### config.mk
export PLATFORM = sky130hd
export DESIGN_NAME = pwm_timer
export DESIGN_NICKNAME = d
export VERILOG_FILES = /design/src/rtl/pwm_timer_pkg.sv /design/src/rtl/pwm_timer_regs.sv /design/src/rtl/pwm_timer_sync.sv /design/src/rtl/pwm_timer_core.sv /design/src/rtl/pwm_timer_outs.sv /design/src/rtl/pwm_timer.sv
export SDC_FILE = /design/constraint.sdc
export NUM_CORES = 1
export LEC_CHECK = 0
export BUFFER_PORTS_ARGS = -buffer_cell sky130_fd_sc_hd__buf_2
export CORE_ASPECT_RATIO = 1.4
export CORE_UTILIZATION = 50
export CTS_CLUSTER_DIAMETER = 150
export CTS_CLUSTER_SIZE = 10
export DETAILED_ROUTE_END_ITERATION = 12
export GPL_ROUTABILITY_DRIVEN = 0
export HOLD_SLACK_MARGIN = 0.12
export PLACE_DENSITY = 0.74
export REMOVE_ABC_BUFFERS = 1
export SKIP_LAST_GASP = 1
export SYNTH_ARGS = -nofsm -noshare
export SYNTH_HDL_FRONTEND = slang
export SYNTH_HIERARCHICAL = 1
export SYNTH_SLANG_ARGS = --single-unit
### constraint.sdc
create_clock -name clk -period 3.1 [get_ports clk]
set_input_delay 0.31 -clock clk [delete_from_list [all_inputs] [get_ports clk]]
set_output_delay 0.31 -clock clk [all_outputs]
set_load 0.05 [all_outputs]
### src/rtl/pwm_timer_pkg.sv
package pwm_timer_pkg;
    localparam int CNT_W   = 32;
    localparam int DATA_W  = 32;
    localparam int ADDR_W  = 4;
    localparam int N_CH    = 3;
    localparam int N_CAP   = 2;
    localparam int SYNC_N  = 2;
    localparam int SEL_W   = 3;
    localparam int N_SEL   = 2 ** SEL_W;

    localparam logic [ADDR_W-1:0] A_CTRL   = ADDR_W'(0);
    localparam logic [ADDR_W-1:0] A_PRE    = ADDR_W'(1);
    localparam logic [ADDR_W-1:0] A_MATCH0 = ADDR_W'(2);
    localparam logic [ADDR_W-1:0] A_PER    = ADDR_W'(2 + N_CH);
    localparam logic [ADDR_W-1:0] A_PWM    = ADDR_W'(3 + N_CH);
    localparam logic [ADDR_W-1:0] A_LVL    = ADDR_W'(4 + N_CH);
    localparam logic [ADDR_W-1:0] A_CLR    = ADDR_W'(5 + N_CH);
    localparam logic [ADDR_W-1:0] A_CNT    = ADDR_W'(6 + N_CH);
    localparam logic [ADDR_W-1:0] A_PCNT   = ADDR_W'(7 + N_CH);

    typedef struct packed {
        logic                       run;
        logic                       hold;
        logic [CNT_W-1:0]           pre_lim;
        logic [CNT_W-1:0]           period;
        logic [N_CH-1:0][CNT_W-1:0] cmp;
        logic [N_CH-1:0]            pwm_en;
        logic [N_CH-1:0]            lvl;
        logic                       clr_en;
        logic [SEL_W-1:0]           clr_sel;
    } cfg_t;

    typedef struct packed {
        logic [CNT_W-1:0] count;
        logic [CNT_W-1:0] pre;
    } ctr_t;
endpackage

### src/rtl/pwm_timer_regs.sv
module pwm_timer_regs
    import pwm_timer_pkg::*;
(
    input  logic              clk,
    input  logic              rst_n,
    input  logic              wr_en,
    input  logic [ADDR_W-1:0] wr_addr,
    input  logic [DATA_W-1:0] wr_data,
    input  logic [ADDR_W-1:0] rd_addr,
    input  logic [CNT_W-1:0]  count,
    input  logic [CNT_W-1:0]  pre_cnt,
    output logic [DATA_W-1:0] rd_data,
    output cfg_t              cfg
);
    cfg_t cfg_d, cfg_q;

    always_comb begin
        cfg_d = cfg_q;
        if (wr_en) begin
            case (wr_addr)
                A_CTRL: begin
                    cfg_d.run  = wr_data[0];
                    cfg_d.hold = wr_data[1];
                end
                A_PRE: cfg_d.pre_lim = wr_data[CNT_W-1:0];
                A_PER: cfg_d.period  = wr_data[CNT_W-1:0];
                A_PWM: cfg_d.pwm_en  = wr_data[N_CH-1:0];
                A_LVL: cfg_d.lvl     = wr_data[N_CH-1:0];
                A_CLR: begin
                    cfg_d.clr_en  = wr_data[0];
                    cfg_d.clr_sel = wr_data[SEL_W:1];
                end
                default: ;
            endcase
            for (int i = 0; i < N_CH; i++) begin
                if (wr_addr == ADDR_W'(int'(A_MATCH0) + i))
                    cfg_d.cmp[i] = wr_data[CNT_W-1:0];
            end
        end
    end

    always_ff @(posedge clk or negedge rst_n) begin
        if (!rst_n) cfg_q <= '0;
        else        cfg_q <= cfg_d;
    end

    always_comb begin
        rd_data = '0;
        case (rd_addr)
            A_CTRL: rd_data = DATA_W'({cfg_q.hold, cfg_q.run});
            A_PRE:  rd_data = DATA_W'(cfg_q.pre_lim);
            A_PER:  rd_data = DATA_W'(cfg_q.period);
            A_PWM:  rd_data = DATA_W'(cfg_q.pwm_en);
            A_LVL:  rd_data = DATA_W'(cfg_q.lvl);
            A_CLR:  rd_data = DATA_W'({cfg_q.clr_sel, cfg_q.clr_en});
            A_CNT:  rd_data = DATA_W'(count);
            A_PCNT: rd_data = DATA_W'(pre_cnt);
            default: ;
        endcase
        for (int i = 0; i < N_CH; i++) begin
            if (rd_addr == ADDR_W'(int'(A_MATCH0) + i))
                rd_data = DATA_W'(cfg_q.cmp[i]);
        end
    end

    assign cfg = cfg_q;
endmodule

### src/rtl/pwm_timer_sync.sv
module pwm_timer_sync #(
    parameter int N      = 2,
    parameter int STAGES = 2
) (
    input  logic         clk,
    input  logic         rst_n,
    input  logic [N-1:0] pin,
    output logic [N-1:0] rise,
    output logic [N-1:0] fall
);
    // stages 0..STAGES-1 synchronise, stage STAGES holds the previous value
    logic [STAGES:0][N-1:0] pipe_d, pipe_q;

    always_comb begin
        pipe_d[0] = pin;
        for (int k = 1; k <= STAGES; k++) pipe_d[k] = pipe_q[k-1];
    end

    always_ff @(posedge clk or negedge rst_n) begin
        if (!rst_n) pipe_q <= '0;
        else        pipe_q <= pipe_d;
    end

    assign rise = pipe_q[STAGES-1] & ~pipe_q[STAGES];
    assign fall = ~pipe_q[STAGES-1] & pipe_q[STAGES];
endmodule

### src/rtl/pwm_timer_core.sv
module pwm_timer_core
    import pwm_timer_pkg::*;
(
    input  logic             clk,
    input  logic             rst_n,
    input  cfg_t             cfg,
    input  logic [N_CAP-1:0] rise,
    input  logic [N_CAP-1:0] fall,
    output logic [CNT_W-1:0] count,
    output logic [CNT_W-1:0] pre_cnt,
    output logic             cap_clr,
    output logic             zero_evt
);
    localparam int N_EDGE = 2 * N_CAP;

    ctr_t ctr_d, ctr_q;
    logic [N_EDGE-1:0] edges;
    logic [N_SEL-1:0]  edge_vec;
    logic              tick, wrap;

    // select code 2c+0 is rising edge of pin c, 2c+1 its falling edge
    for (genvar c = 0; c < N_CAP; c++) begin : g_edge
        assign edges[2*c]   = rise[c];
        assign edges[2*c+1] = fall[c];
    end
    assign edge_vec = N_SEL'(edges);
    assign cap_clr  = cfg.clr_en & edge_vec[cfg.clr_sel];

    always_comb begin
        ctr_d = ctr_q;
        tick  = cfg.run && (ctr_q.pre >= cfg.pre_lim);
        wrap  = tick && (ctr_q.count == cfg.period);
        if (cfg.hold || cap_clr) begin
            ctr_d = '0;
        end else if (cfg.run) begin
            if (tick) begin
                ctr_d.pre   = '0;
                ctr_d.count = wrap ? '0 : ctr_q.count + CNT_W'(1);
            end else begin
                ctr_d.pre = ctr_q.pre + CNT_W'(1);
            end
        end
    end

    always_ff @(posedge clk or negedge rst_n) begin
        if (!rst_n) ctr_q <= '0;
        else        ctr_q <= ctr_d;
    end

    assign count    = ctr_q.count;
    assign pre_cnt  = ctr_q.pre;
    assign zero_evt = cfg.hold || cap_clr || wrap;
endmodule

### src/rtl/pwm_timer_outs.sv
module pwm_timer_outs
    import pwm_timer_pkg::*;
(
    input  logic            clk,
    input  logic            rst_n,
    input  cfg_t            cfg,
    input  logic [CNT_W-1:0] count,
    input  logic            zero_evt,
    output logic [N_CH-1:0] mat_out
);
    logic [N_CH-1:0] pwm_d, pwm_q;

    always_comb begin
        pwm_d = pwm_q;
        for (int i = 0; i < N_CH; i++) begin
            if (zero_evt)                 pwm_d[i] = 1'b0;
            else if (count == cfg.cmp[i]) pwm_d[i] = 1'b1;
        end
    end

    always_ff @(posedge clk or negedge rst_n) begin
        if (!rst_n) pwm_q <= '0;
        else        pwm_q <= pwm_d;
    end

    for (genvar i = 0; i < N_CH; i++) begin : g_mux
        assign mat_out[i] = cfg.pwm_en[i] ? pwm_q[i] : cfg.lvl[i];
    end
endmodule

### src/rtl/pwm_timer.sv
module pwm_timer
    import pwm_timer_pkg::*;
(
    input  logic              clk,
    input  logic              rst_n,
    input  logic              wr_en,
    input  logic [ADDR_W-1:0] wr_addr,
    input  logic [DATA_W-1:0] wr_data,
    input  logic [ADDR_W-1:0] rd_addr,
    output logic [DATA_W-1:0] rd_data,
    input  logic [N_CAP-1:0]  cap_in,
    output logic [N_CH-1:0]   mat_out
);
    cfg_t             cfg;
    logic [CNT_W-1:0] count, pre_cnt;
    logic [N_CAP-1:0] rise, fall;
    logic             cap_clr, zero_evt;

    pwm_timer_regs u_regs (
        .clk(clk), .rst_n(rst_n), .wr_en(wr_en), .wr_addr(wr_addr),
        .wr_data(wr_data), .rd_addr(rd_addr), .count(count),
        .pre_cnt(pre_cnt), .rd_data(rd_data), .cfg(cfg)
    );

    pwm_timer_sync #(.N(N_CAP), .STAGES(SYNC_N)) u_sync (
        .clk(clk), .rst_n(rst_n), .pin(cap_in), .rise(rise), .fall(fall)
    );

    pwm_timer_core u_core (
        .clk(clk), .rst_n(rst_n), .cfg(cfg), .rise(rise), .fall(fall),
        .count(count), .pre_cnt(pre_cnt), .cap_clr(cap_clr), .zero_evt(zero_evt)
    );

    pwm_timer_outs u_outs (
        .clk(clk), .rst_n(rst_n), .cfg(cfg), .count(count),
        .zero_evt(zero_evt), .mat_out(mat_out)
    );
endmodule

# Yosys cells after proc, flatten, opt, wreduce, memory -nomap -nowiden
# Cells that the tools add are included.
[classes] addsub=2 magnitude_cmp=2 eq_ne=22 muxes=20 bitwise_logic=5 n_reduce_logical=21
[ops] op="$pmux W32 S8" n=1
[ops] op="$mux W32" n=6
[ops] op="$eq A32 B32 Y1" n=4
[ops] op="$mux W64" n=2
[ops] op="$add A32 B1 Y32 const B" n=2
[ops] op="$eq A4 B3 Y1 const B" n=8
[ops] op="$ge A32 B32 Y1" n=1
[ops] op="$reduce_and A2 Y1" n=10
[ops] op="$eq A4 B2 Y1 const B" n=4
[ops] op="$eq A4 B4 Y1 const B" n=4
[ops] op="$mux W1" n=10
[ops] op="$reduce_bool A2 Y1" n=5
[ops] op="$eq A4 B1 Y1 const B" n=2
[ops] op="$logic_not A4 Y1" n=2
[ops] op="$and A2 B2 Y2" n=2
[ops] op="$lt A3 B4 Y1 const B" n=1
[ops] op="$not A2 Y2" n=2
[ops] op="$bmux W1 S3" n=1
[ops] op="$logic_and A1 B1 Y1" n=2
[ops] op="$logic_or A1 B1 Y1" n=2
[ops] op="$and A1 B1 Y1" n=1
[word_totals] register_bits=245 input_bits=45 out_inout_bits=35 wordCells=91

# Logic depth before layout (Yosys ltp)
# Gate-level depths: netlist of the first run.
[depth] ltp_word=8 depth_mapped=10 mapped_depth_nobuf=9

# Hierarchy
# Netlist of the first run, hierarchy kept.
[by_module_without_submodules] mod="pwm_timer_regs" instances=1 cells_per_inst=706 area_per_inst_um2=8594.5 seq_area_each_um2=4304.1
[by_module_without_submodules] mod="pwm_timer_core" instances=1 cells_per_inst=539 area_per_inst_um2=4593.2 seq_area_each_um2=1601.5
[by_module_without_submodules] mod="pwm_timer_outs" instances=1 cells_per_inst=138 area_per_inst_um2=1163.6 seq_area_each_um2=75.1
[by_module_without_submodules] mod="pwm_timer_sync" instances=1 cells_per_inst=10 area_per_inst_um2=185.2 seq_area_each_um2=150.1

# Least setup slack after synthesis of the first run
# Ideal clock, no wire load.
[synth_path] path_type="reg-to-reg" startpoint="reg u_core.ctr_q (netlist bit u_core/pre_cnt[31])" endpoint="reg u_core.ctr_q (netlist bit u_core/count[12])" setup_time_ps=110 t_arrival_ps=2301 required_ps=2990 slack_ps=689 stages_incl_launch_ff=9 path_buffers=1 period_less_slack_ps=2411 cell_sequence="dfrtp_1 ha_1 nand4_1 or4_1 a31oi_2 o21a_2 nand2b_2 buf_4 o41ai_1"
[synth_between] elab_chain_len=7 elab_cells_between_ends=9 classes_between="1 x order compare; 4 x mux; 4 x reduce/logical"
[synth_rtl] element="from (decl)" line_no="pwm_timer_core.sv:16" rtl="ctr_t ctr_d, ctr_q;"
[synth_rtl] element="from (signal assigned)" line_no="pwm_timer_core.sv:47" rtl="else ctr_q <= ctr_d;"
[synth_rtl] element="$ge A32 B32 Y1 (*)" line_no="pwm_timer_core.sv:31" rtl="tick = cfg.run && (ctr_q.pre >= cfg.pre_lim);"
[synth_rtl] element="$logic_and A1 B1 Y1 (*)" line_no="pwm_timer_core.sv:31"
[synth_rtl] element="$logic_and A1 B1 Y1" line_no="pwm_timer_core.sv:32" rtl="wrap = tick && (ctr_q.count == cfg.period);"
[synth_rtl] element="$mux W32" line_no="pwm_timer_core.sv:38" rtl="ctr_d.count = wrap ? '0 : ctr_q.count + CNT_W'(1);"
[synth_rtl] element="$mux W32" line_no="pwm_timer_core.sv:36" rtl="if (tick) begin"
[synth_rtl] element="$mux W64" line_no="pwm_timer_core.sv:35" rtl="end else if (cfg.run) begin"
[synth_rtl] element="$mux W64" line_no="pwm_timer_core.sv:33" rtl="if (cfg.hold || cap_clr) begin"
# Every way passes the cells marked *; elsewhere a longest branch is shown, timed or not. The select of a mux whose other input is x is not followed.
# A chain may end at the register's enable or synchronous reset.

# Final worst setup path of the first run
[layout_path] startpoint="reg u_regs.cfg_q (netlist bit u_regs/cfg[165])" endpoint="reg u_core.ctr_q (netlist bit u_core/count[12])"
[layout_between] elab_chain_len=7 elab_cells_between_ends=9 classes_between="1 x order compare; 4 x mux; 4 x reduce/logical"
[layout_rtl] element="from (decl)" line_no="pwm_timer_regs.sv:15" rtl="cfg_t cfg_d, cfg_q;"
[layout_rtl] element="from (signal assigned)" line_no="pwm_timer_regs.sv:44" rtl="else cfg_q <= cfg_d;"
[layout_rtl] element="$ge A32 B32 Y1 (*)" line_no="pwm_timer_core.sv:31"
[layout_rtl] element="$logic_and A1 B1 Y1 (*)" line_no="pwm_timer_core.sv:31"
[layout_rtl] element="$logic_and A1 B1 Y1" line_no="pwm_timer_core.sv:32"
[layout_rtl] element="$mux W32" line_no="pwm_timer_core.sv:38"
[layout_rtl] element="$mux W32" line_no="pwm_timer_core.sv:36"
[layout_rtl] element="$mux W64" line_no="pwm_timer_core.sv:35"
[layout_rtl] element="$mux W64" line_no="pwm_timer_core.sv:33"
# Marked as above.

==> flow_results.org, run 1 <==
** Outcome
- The flow ran to the end, and the final reports show no timing, DRC or antenna violations.

** Critical path
- In this design, the stage delay of the slowest critical-path cell is 0.55 ns.
- Arrival time at the worst endpoint :: 3.20 ns
- Critical-path maximum fanout :: 31
- In this run the register-to-register setup slack is 0.32 ns.
- Cell type of the slowest stage on the worst timing path :: or4_1
- Sort of element at the start of the critical path :: flop
- List of cells traversed by the critical path :: inv_1, ha_1, nand4_1, or4_1, a31oi_2, o21a_2, nand2b_2, buf_12, o41ai_1
- The worst setup path is captured at a flop.
- The critical path contains buffers and inverters numbering 2 combined.
- Largest delay contributor family on the critical path :: compound AO/OA/AOI/OAI gates
- For the worst setup path, the data required time is 3.52 ns.
- The setup path with the least slack is of type reg -> reg.

** Logic synthesis
- Ys flop type :: dfrtp_1
- The synthesized design contains 0 enable-type register cells.
- Synth Register Bits :: 245
- In this run the biggest area consumer among cell types represents 42.2% of the synthesized area.
- A synthesized cell averages 10.4 sq um.
- Cell types with the highest counts after synthesis :: 245 x dfrtp_1, 172 x mux2_2, 102 x xnor2_1, 80 x o21ai_0, 71 x nand2_1
- The mapped netlist covers 0.0145 sq mm.
- Synthesis produced a netlist whose cell count is 1393.
- Of all cell types, the one taking the most synthesized area is dfrtp_1.
- The most common cell in the synthesized netlist is dfrtp_1.
- Yosys printed 6 warnings.
- Proportion of synthesized flip-flops having asynchronous set or reset :: 100%
- By area the synthesized netlist is led by dfrtp_1 42%, mux2_2 13%, xnor2_1 6.1%.
- Synth cell types :: 71
- Sequential share of the synthesized area :: 42.2%

** Layout
- The number of antenna diodes in the final layout is 0.
- Layout Area Growth over Synthesis :: 12.9%
- Multi-input gate area :: 0.00772 sq mm
- Ratio of cells with drive above 1 in the final layout :: 24.0%
- FF/Latch Area :: 0.00613 sq mm
- For this run, the number of standard cells in the final layout without fillers is 1882.
- After the last flow step, the layout net total stands at 1586.
- Number of filler cells placed in the layout :: 2464

** Detailed routing
- After detailed routing, the average wire length per cell comes to 24.5 microns.
- Total wirelength of the detailed-routed design :: 46.1 mm
- In this run, the number of DRC markers left after iteration 0 of detailed routing was 1434.
- Before antenna repair, the detailed router went through 6 iterations.
- Using the TritonRoute via totals, the vias-per-cell ratio works out to 6.48.
- The detail route stage leaves a number of antenna-violating nets equal to 0.
- Count of vias placed by the detailed router :: 12200
- In the routed design, unresolved DRC markers number 0.

** Floorplan
- During I/O placement, the number of pins put on the boundary was 80.
- Height of the chip :: 204 microns
- Once the floorplan was initialized, standard cells occupied 51.0% of the core.
- Die extent in x :: 146 microns
- The floorplan has 73 rows.
- The floorplan step defined a core boundary enclosing 0.0285 sq mm.
- The die covers 0.0298 sq mm.

** Pwr
- Power spread over the standard cell area amounts to 606 mW/mm^2.
- Overall power consumption after layout is estimated at 9.95 mW.
- Total leakage power :: 7.02 nW
- Worst vdd rail ir drop :: 0.409 mV

** STA
- Setup repair after global routing left no endpoint under its margin.
- Setup total negative slack on the finished layout was measured at 0 ns.
- Hold violation total from the final report :: 0
- Worst Tran Pin Value :: 1.20 ns
- Headroom to the max-slew limit came out at 19.9%.
- For this run, the top clock speed supported by timing is 360 MHz.
- Clock Skew :: 0.0100 ns
- Shortest period the worst path allows :: 2.78 ns
- Count of endpoints failing setup in the final report :: 0
- The number of max-slew violations in the final report was 0.
- Share of the clock period used by the worst path :: 89.6%

** GRT
- The first global-routing pass estimated 71.1 mm of wire.
- Tot GR Track Use :: 31.2%
- Number of antenna violations at the first check in global routing :: 0
- Sum of overflow across all layers after global routing :: 0
- Vias in the first global route :: 12500
- Entering global routing, the biggest net connects 78 pins.

** Clock tree
- Number of sinks driven by the clock tree :: 245
- CTS built an H-tree with a depth of 1.
- TritonCTS built the clock tree.
- The clock passes through at most 3 buffers.
- CTS buffer count :: 28
- Clock insertion delay at the later pin of the skew report :: 0.55 ns
- Clock root cell :: clkbuf_16
- Clock-pin slew was measured on the worst setup and hold paths at 0.06 ns.

** Run
- Across the run, the number of max-cap violations was 0.

** Placement
- The number of placed instances, taps included, is 1820.
- Port Buffer Count :: 79
- Detailed placement finished with a half-perimeter wire length of 32.5 mm.

** Min path
- The path class of the tightest hold or removal check is in -> reg.
metrics by stage:
stage	cell area (sq um)	setup slack, ns	hold WS [ns]	utilization, %
detailed placement	15400	0.355	0.344	53.9
CTS	16400	0.363	0.121	57.6
global placement	15400	0.492	0.338	53.9
global route	16400	0.235	0.121	57.6
floorplan	14000	0.0657	0.0144	-
finish	16400	0.321	0.123	57.6
routing by layer:
metal	up-vias	track usage, %	share of wire, %
met5	-	0	0
met4	0	23.4	8.1
met3	207	4.79	7.4
met2	645	51.8	48
met1	6059	36.6	37
li1	5288	-	-
path summary, 6_finish.rpt:
kind                                   from          endpoint  cells past startpoint
max in group asynchronous             rst_n   u_regs/cfg[161]                      3
max reg2reg                 u_regs/cfg[165]  u_core/count[12]                      9
min in group asynchronous             rst_n    u_regs/cfg[80]                      2
min                             wr_data[17]    u_regs/cfg[59]                      2
max                         u_regs/cfg[165]  u_core/count[12]                      9
min reg2reg                u_sync/pipe_d[2]  u_sync/pipe_d[4]                      0
layout make-up:
class                      count  share of cell area (%)
clock buffer                  29                    4.42
multi-input combinational   1023                    47.0
inverter                      44                    1.01
sequential                   245                    37.3
timing repair buffer         165                    7.29
clock inverter                 1                  0.0457
tap                          375                    2.86
cell families after synthesis:
kind of cell               count (synthesis)  share of synthesized area (%)
and+or+nand+nor                          340                           12.8
AOI/OAI and AO/OA                        310                           13.7
DFF                                      245                           42.2
muxes                                    185                           14.3
xor gates and xnor gates                 154                           9.28
buffers and inverters                    125                           4.83
adders and majority gates                 34                           2.93
power by group:
part / switching, mW / total (mW) / internal (mW)
logic: 1.51 / 2.68 / 1.17
registers: 0.616 / 4.39 / 3.78
clock network: 1.25 / 2.88 / 1.63
flip-flops by register name, indices dropped and copies added, names as in the netlist:
| signal | flops |
|---|---|
| u_core/pre_cnt | 32 |
| u_core/count | 32 |
| u_outs/pwm_q | 3 |
| u_sync/pipe_q | 2 |
| u_regs/cfg | 172 |
| u_sync/pipe_d | 4 |
placed cells by master, fill, tap and decap left out, drive strengths merged, types with 33 or more instances in the layout:
master,n
dfrtp,245
mux2,175
buf,133
xnor2,102
o21ai,84
nand2,72
nor2,64
o22ai,58
a21oi,55
xor2,52
nand4,47
inv,44
nor2b,39
ha,34
nand3,33
repair_timing:
action	in CTS	in global routing
setup buffers	0	0
hold buffers	32	0
gates resized for setup	0	0
endpoints found under the hold margin	218	0
No activity file was read; power rests on OpenSTA's default activity.
==> run 2: changes to the inputs <==
--- a/config.mk
+++ b/config.mk
@@ -6,7 +6,7 @@
 export NUM_CORES = 1
 export LEC_CHECK = 0
 export BUFFER_PORTS_ARGS = -buffer_cell sky130_fd_sc_hd__buf_2
-export CORE_ASPECT_RATIO = 1.4
+export CORE_ASPECT_RATIO = 0.8
 export CORE_UTILIZATION = 50
 export CTS_CLUSTER_DIAMETER = 150
 export CTS_CLUSTER_SIZE = 10
==> run 2 against run 1 <==
The flow now finishes with violations (design-rule violations). Worst hold slack gained 0.070 ns. Clock power hardly changed. Sequential power about the same. Core utilization is 0.73 points higher. Via count decreased by 0.55%. Combinational power barely moved. Die area hardly changed. Clock skew grew 0.0019 ns. Design area increased by 1.0%. Wire length rose by 0.51%. Sequential share of layout area shrank 0.37 points. Setup slack worse by 0.18 ns. Critical path type unchanged. Largest cell class unchanged. Highest routed layer unchanged.
==> flow_results.org, run 2 (same netlist as run 1, synthesis figures left out) <==
** Detailed routing
- Count of vias placed by the detailed router :: 12100 (-0.55%)
- The met2 routed wirelength is 19.4 mm (-12%).
- DRC viols :: 4 (+4)
- The wire length reported by the detailed router came to 46.3 mm (+0.51%).
- The remaining antenna violation count was 0 (unchanged).
- The number of violations reported at the end of detailed-routing iteration 0 was 1434 (unchanged).
- Post-DR wirelength/cell :: 24.5 microns (+0.14%)
- The highest metal layer carrying signal wires in the routed design is met4.
- The routed wire length on met3 came to 5.70 mm (+68%).
- Detailed-router iteration count before antenna repair :: 10 (+4)
- Via count normalized by instance count :: 6.42 (-0.92%)
- Wire length on met1 :: 19.9 mm (+18%)

** Layout
- The number of nets in the final layout came to 1597 (+0.69%).
- In the layout the commonest cells are 245 x dfrtp_1, 172 x mux2_2, 102 x xnor2_1.
- Final design area excluding fillers :: 0.0166 sq mm (+1.0%)
- Layout Area Growth over Synthesis :: 14.1%
- The register area is 0.00613 sq mm (unchanged).
- Ratio of cells with drive above 1 in the final layout :: 24.5% (+0.48 points)
- The core occupancy in the finished layout came to 58.3% (+0.73 points).
- Leaving out fill and tap cells, the most frequent cell in the layout is dfrtp_1.
- The number of fill cells was 2420 (-1.8%).
- The number of flip-flops in the largest register is 172 (unchanged).
- The area of the multi-input gates is 0.00772 sq mm (unchanged).

** Clock tree
- The number of buffers created by CTS is 28 (unchanged).
- The maximum buffer depth of the clock tree is 3 (unchanged).
- Clock insertion delay at the later pin of the skew report :: 0.56 ns (about the same)
- The CTS clock-pin slew for the worst setup and hold paths came to 0.06 ns (about the same).
- TritonCTS built the clock tree.
- Clock root cell :: clkbuf_16
- Maximum level of the CTS H-tree :: 1 (unchanged)
- The CTS sink count came to 245 (unchanged).

** STA
- The final critical-path required period is 2.96 ns (+0.184 ns).
- The hold violation count in the final report is 0 (unchanged).
- The final total negative setup slack is 0 ns (unchanged).
- Count of endpoints failing setup in the final report :: 0 (unchanged)
- The minimum hold slack came to 0.193 ns (+0.0698 ns).
- The share of the cycle needed by the critical path after routing is 95.6% (+5.9 points).
- Setup repair after global routing left no endpoint under its margin.
- The highest clock rate is 337 MHz (-6.2%).
- The slew at the pin closest to its max-slew limit was 1.16 ns (-0.0414 ns).
- Max-slew violation count :: 0 (unchanged)
- Clock Skew :: 0.0119 ns (+0.00188 ns)
- The worst slew margin relative to its limit came to 22.7% (+2.8 points).

** Pwr
- The fraction of power consumed by the clock network came to 28.9% (about the same).
- Worst vdd rail ir drop :: 0.482 mV (+18%)
- The power per cell area came to 603 mW/mm^2 (-0.56%).
- Total internal power :: 6.59 mW (+0.25%)
- The total net switching power was 3.40 mW (+0.78%).
- The total power of the final layout came to 9.99 mW (+0.43%).
- The combinational share of power was 26.9% (about the same).
- Sequential group share of total power :: 44.1% (about the same)
- The leakage power of the design is 7.10 nW (+1.2%).
- Switching fraction of total power :: 34.0% (+0.12 points)

** Outcome
- The checks that failed: design-rule violations.
- The flow ran to the end, but the final reports show violations.

** Floorplan
- The number of cell rows is 55 (-25%).
- Height of the chip :: 155 microns (-24%)
- Die Area :: 0.0298 sq mm (about the same)
- The number of top-level pins was 80 (unchanged).
- The width of the die was 193 microns (+32%).
- The placeable core region came to 0.0284 sq mm (-0.27%).
- Initial Utilization :: 51.1% (+0.14 points)

** Min path
- The path class of the tightest hold or removal check is in -> reg.
- Min-Delay Path Depth :: 2 (unchanged)

** Critical path
- Category of the worst setup path capture point :: flop
- Arrival time at the worst endpoint :: 3.39 ns (+0.19 ns)
- The critical path in this run is classified as reg -> reg.
- Data required time at the worst endpoint :: 3.53 ns (about the same)
- The largest driver fanout on the critical path came to 31 (unchanged).
- Depth of the most critical reg-to-reg path :: 9 (unchanged)
- The worst setup path is launched from a flop.

** GRT
- The global-route usage over all layers is 31.4% (+0.23 points).
- Vias in the first global route :: 11700 (-5.8%)
- Sum of overflow across all layers after global routing :: 0 (unchanged)
- The first-pass GRT wire length came to 70.8 mm (-0.50%).
- Largest net degree at the start of global routing :: 95 (+22%)
- The number of antenna violations at the first check in global routing came to 1 (+1).

** Placement
- The sum of net half-perimeters after detailed placement was 32.8 mm (+0.63%).
- The number of buffers added on ports was 79 (unchanged).
- The post-place instance area was 0.0155 sq mm (+0.99%).

** Run
- Number of violations of the max-capacitance limit :: 0 (unchanged)
## run 2: per-layer routing
layer / GRT usage, % / vias up
met5: 0 / -
met3: 8.35 / 107
met1: 46.5 / 5953
li1: - / 5314
met2: 45.2 / 758
met4: 8.10 / 0
## run 2: through the flow
step | setup slack (ns) | cells
floorplan | 0.0657 | 1312
global placement | 0.232 | 1825
detailed placement | 0.220 | 1825
CTS | 0.240 | 1888
global route | 0.0264 | 1888
finish | 0.137 | 1889
## run 2: what timing repair did
item,4_1_cts,5_1_grt
endpoints found under the setup margin,0,0
buffers inserted,0,0
resized for setup,0,0
hold endpoints to repair,237,0
hold buffers,33,0
## run 2: layout make-up
type,count,share of cell area [%]
multi-input cells,1023,46.6
flip-flops and latches,245,37.0
repair buffers,176,8.23
clock buffers,29,4.38
well taps,370,2.79
inverters,44,0.996
clock inverters,1,0.0453
diodes,1,0.0151
## run 2: critical path, stage by stage (launching register included)
cell	delay (ns)
dfrtp_1	0.39
inv_1	0.10
ha_1	0.33
nand4_1	0.11
or4_1	0.56
a31oi_2	0.26
o21a_2	0.38
nand2b_2	0.12
buf_12	0.18
o41ai_1	0.40
## run 2: path summary, 6_finish.rpt
path / start / endpoint / slack, ns
min in group asynchronous: rst_n / u_regs/cfg[55] / 0.34
setup / recovery: u_regs/cfg[168] / u_core/count[24] / 0.14
max in group asynchronous: rst_n / u_sync/pipe_d[3] / 1.85
hold reg to reg: u_sync/pipe_d[2] / u_sync/pipe_d[4] / 0.35
hold / removal: wr_data[1] / u_regs/cfg[139] / 0.19
setup reg to reg: u_regs/cfg[168] / u_core/count[24] / 0.14
## run 2: power groups by stage
stage	combinational, mW	clock (mW)	sequential [mW]
2_1_floorplan	1.74	0	4.24
3_3_place_gp	2.53	0	4.41
3_5_place_dp	2.58	0	4.45
4_1_cts	2.63	2.93	4.39
5_1_grt	2.86	3.05	4.48
6_report	2.69	2.89	4.41
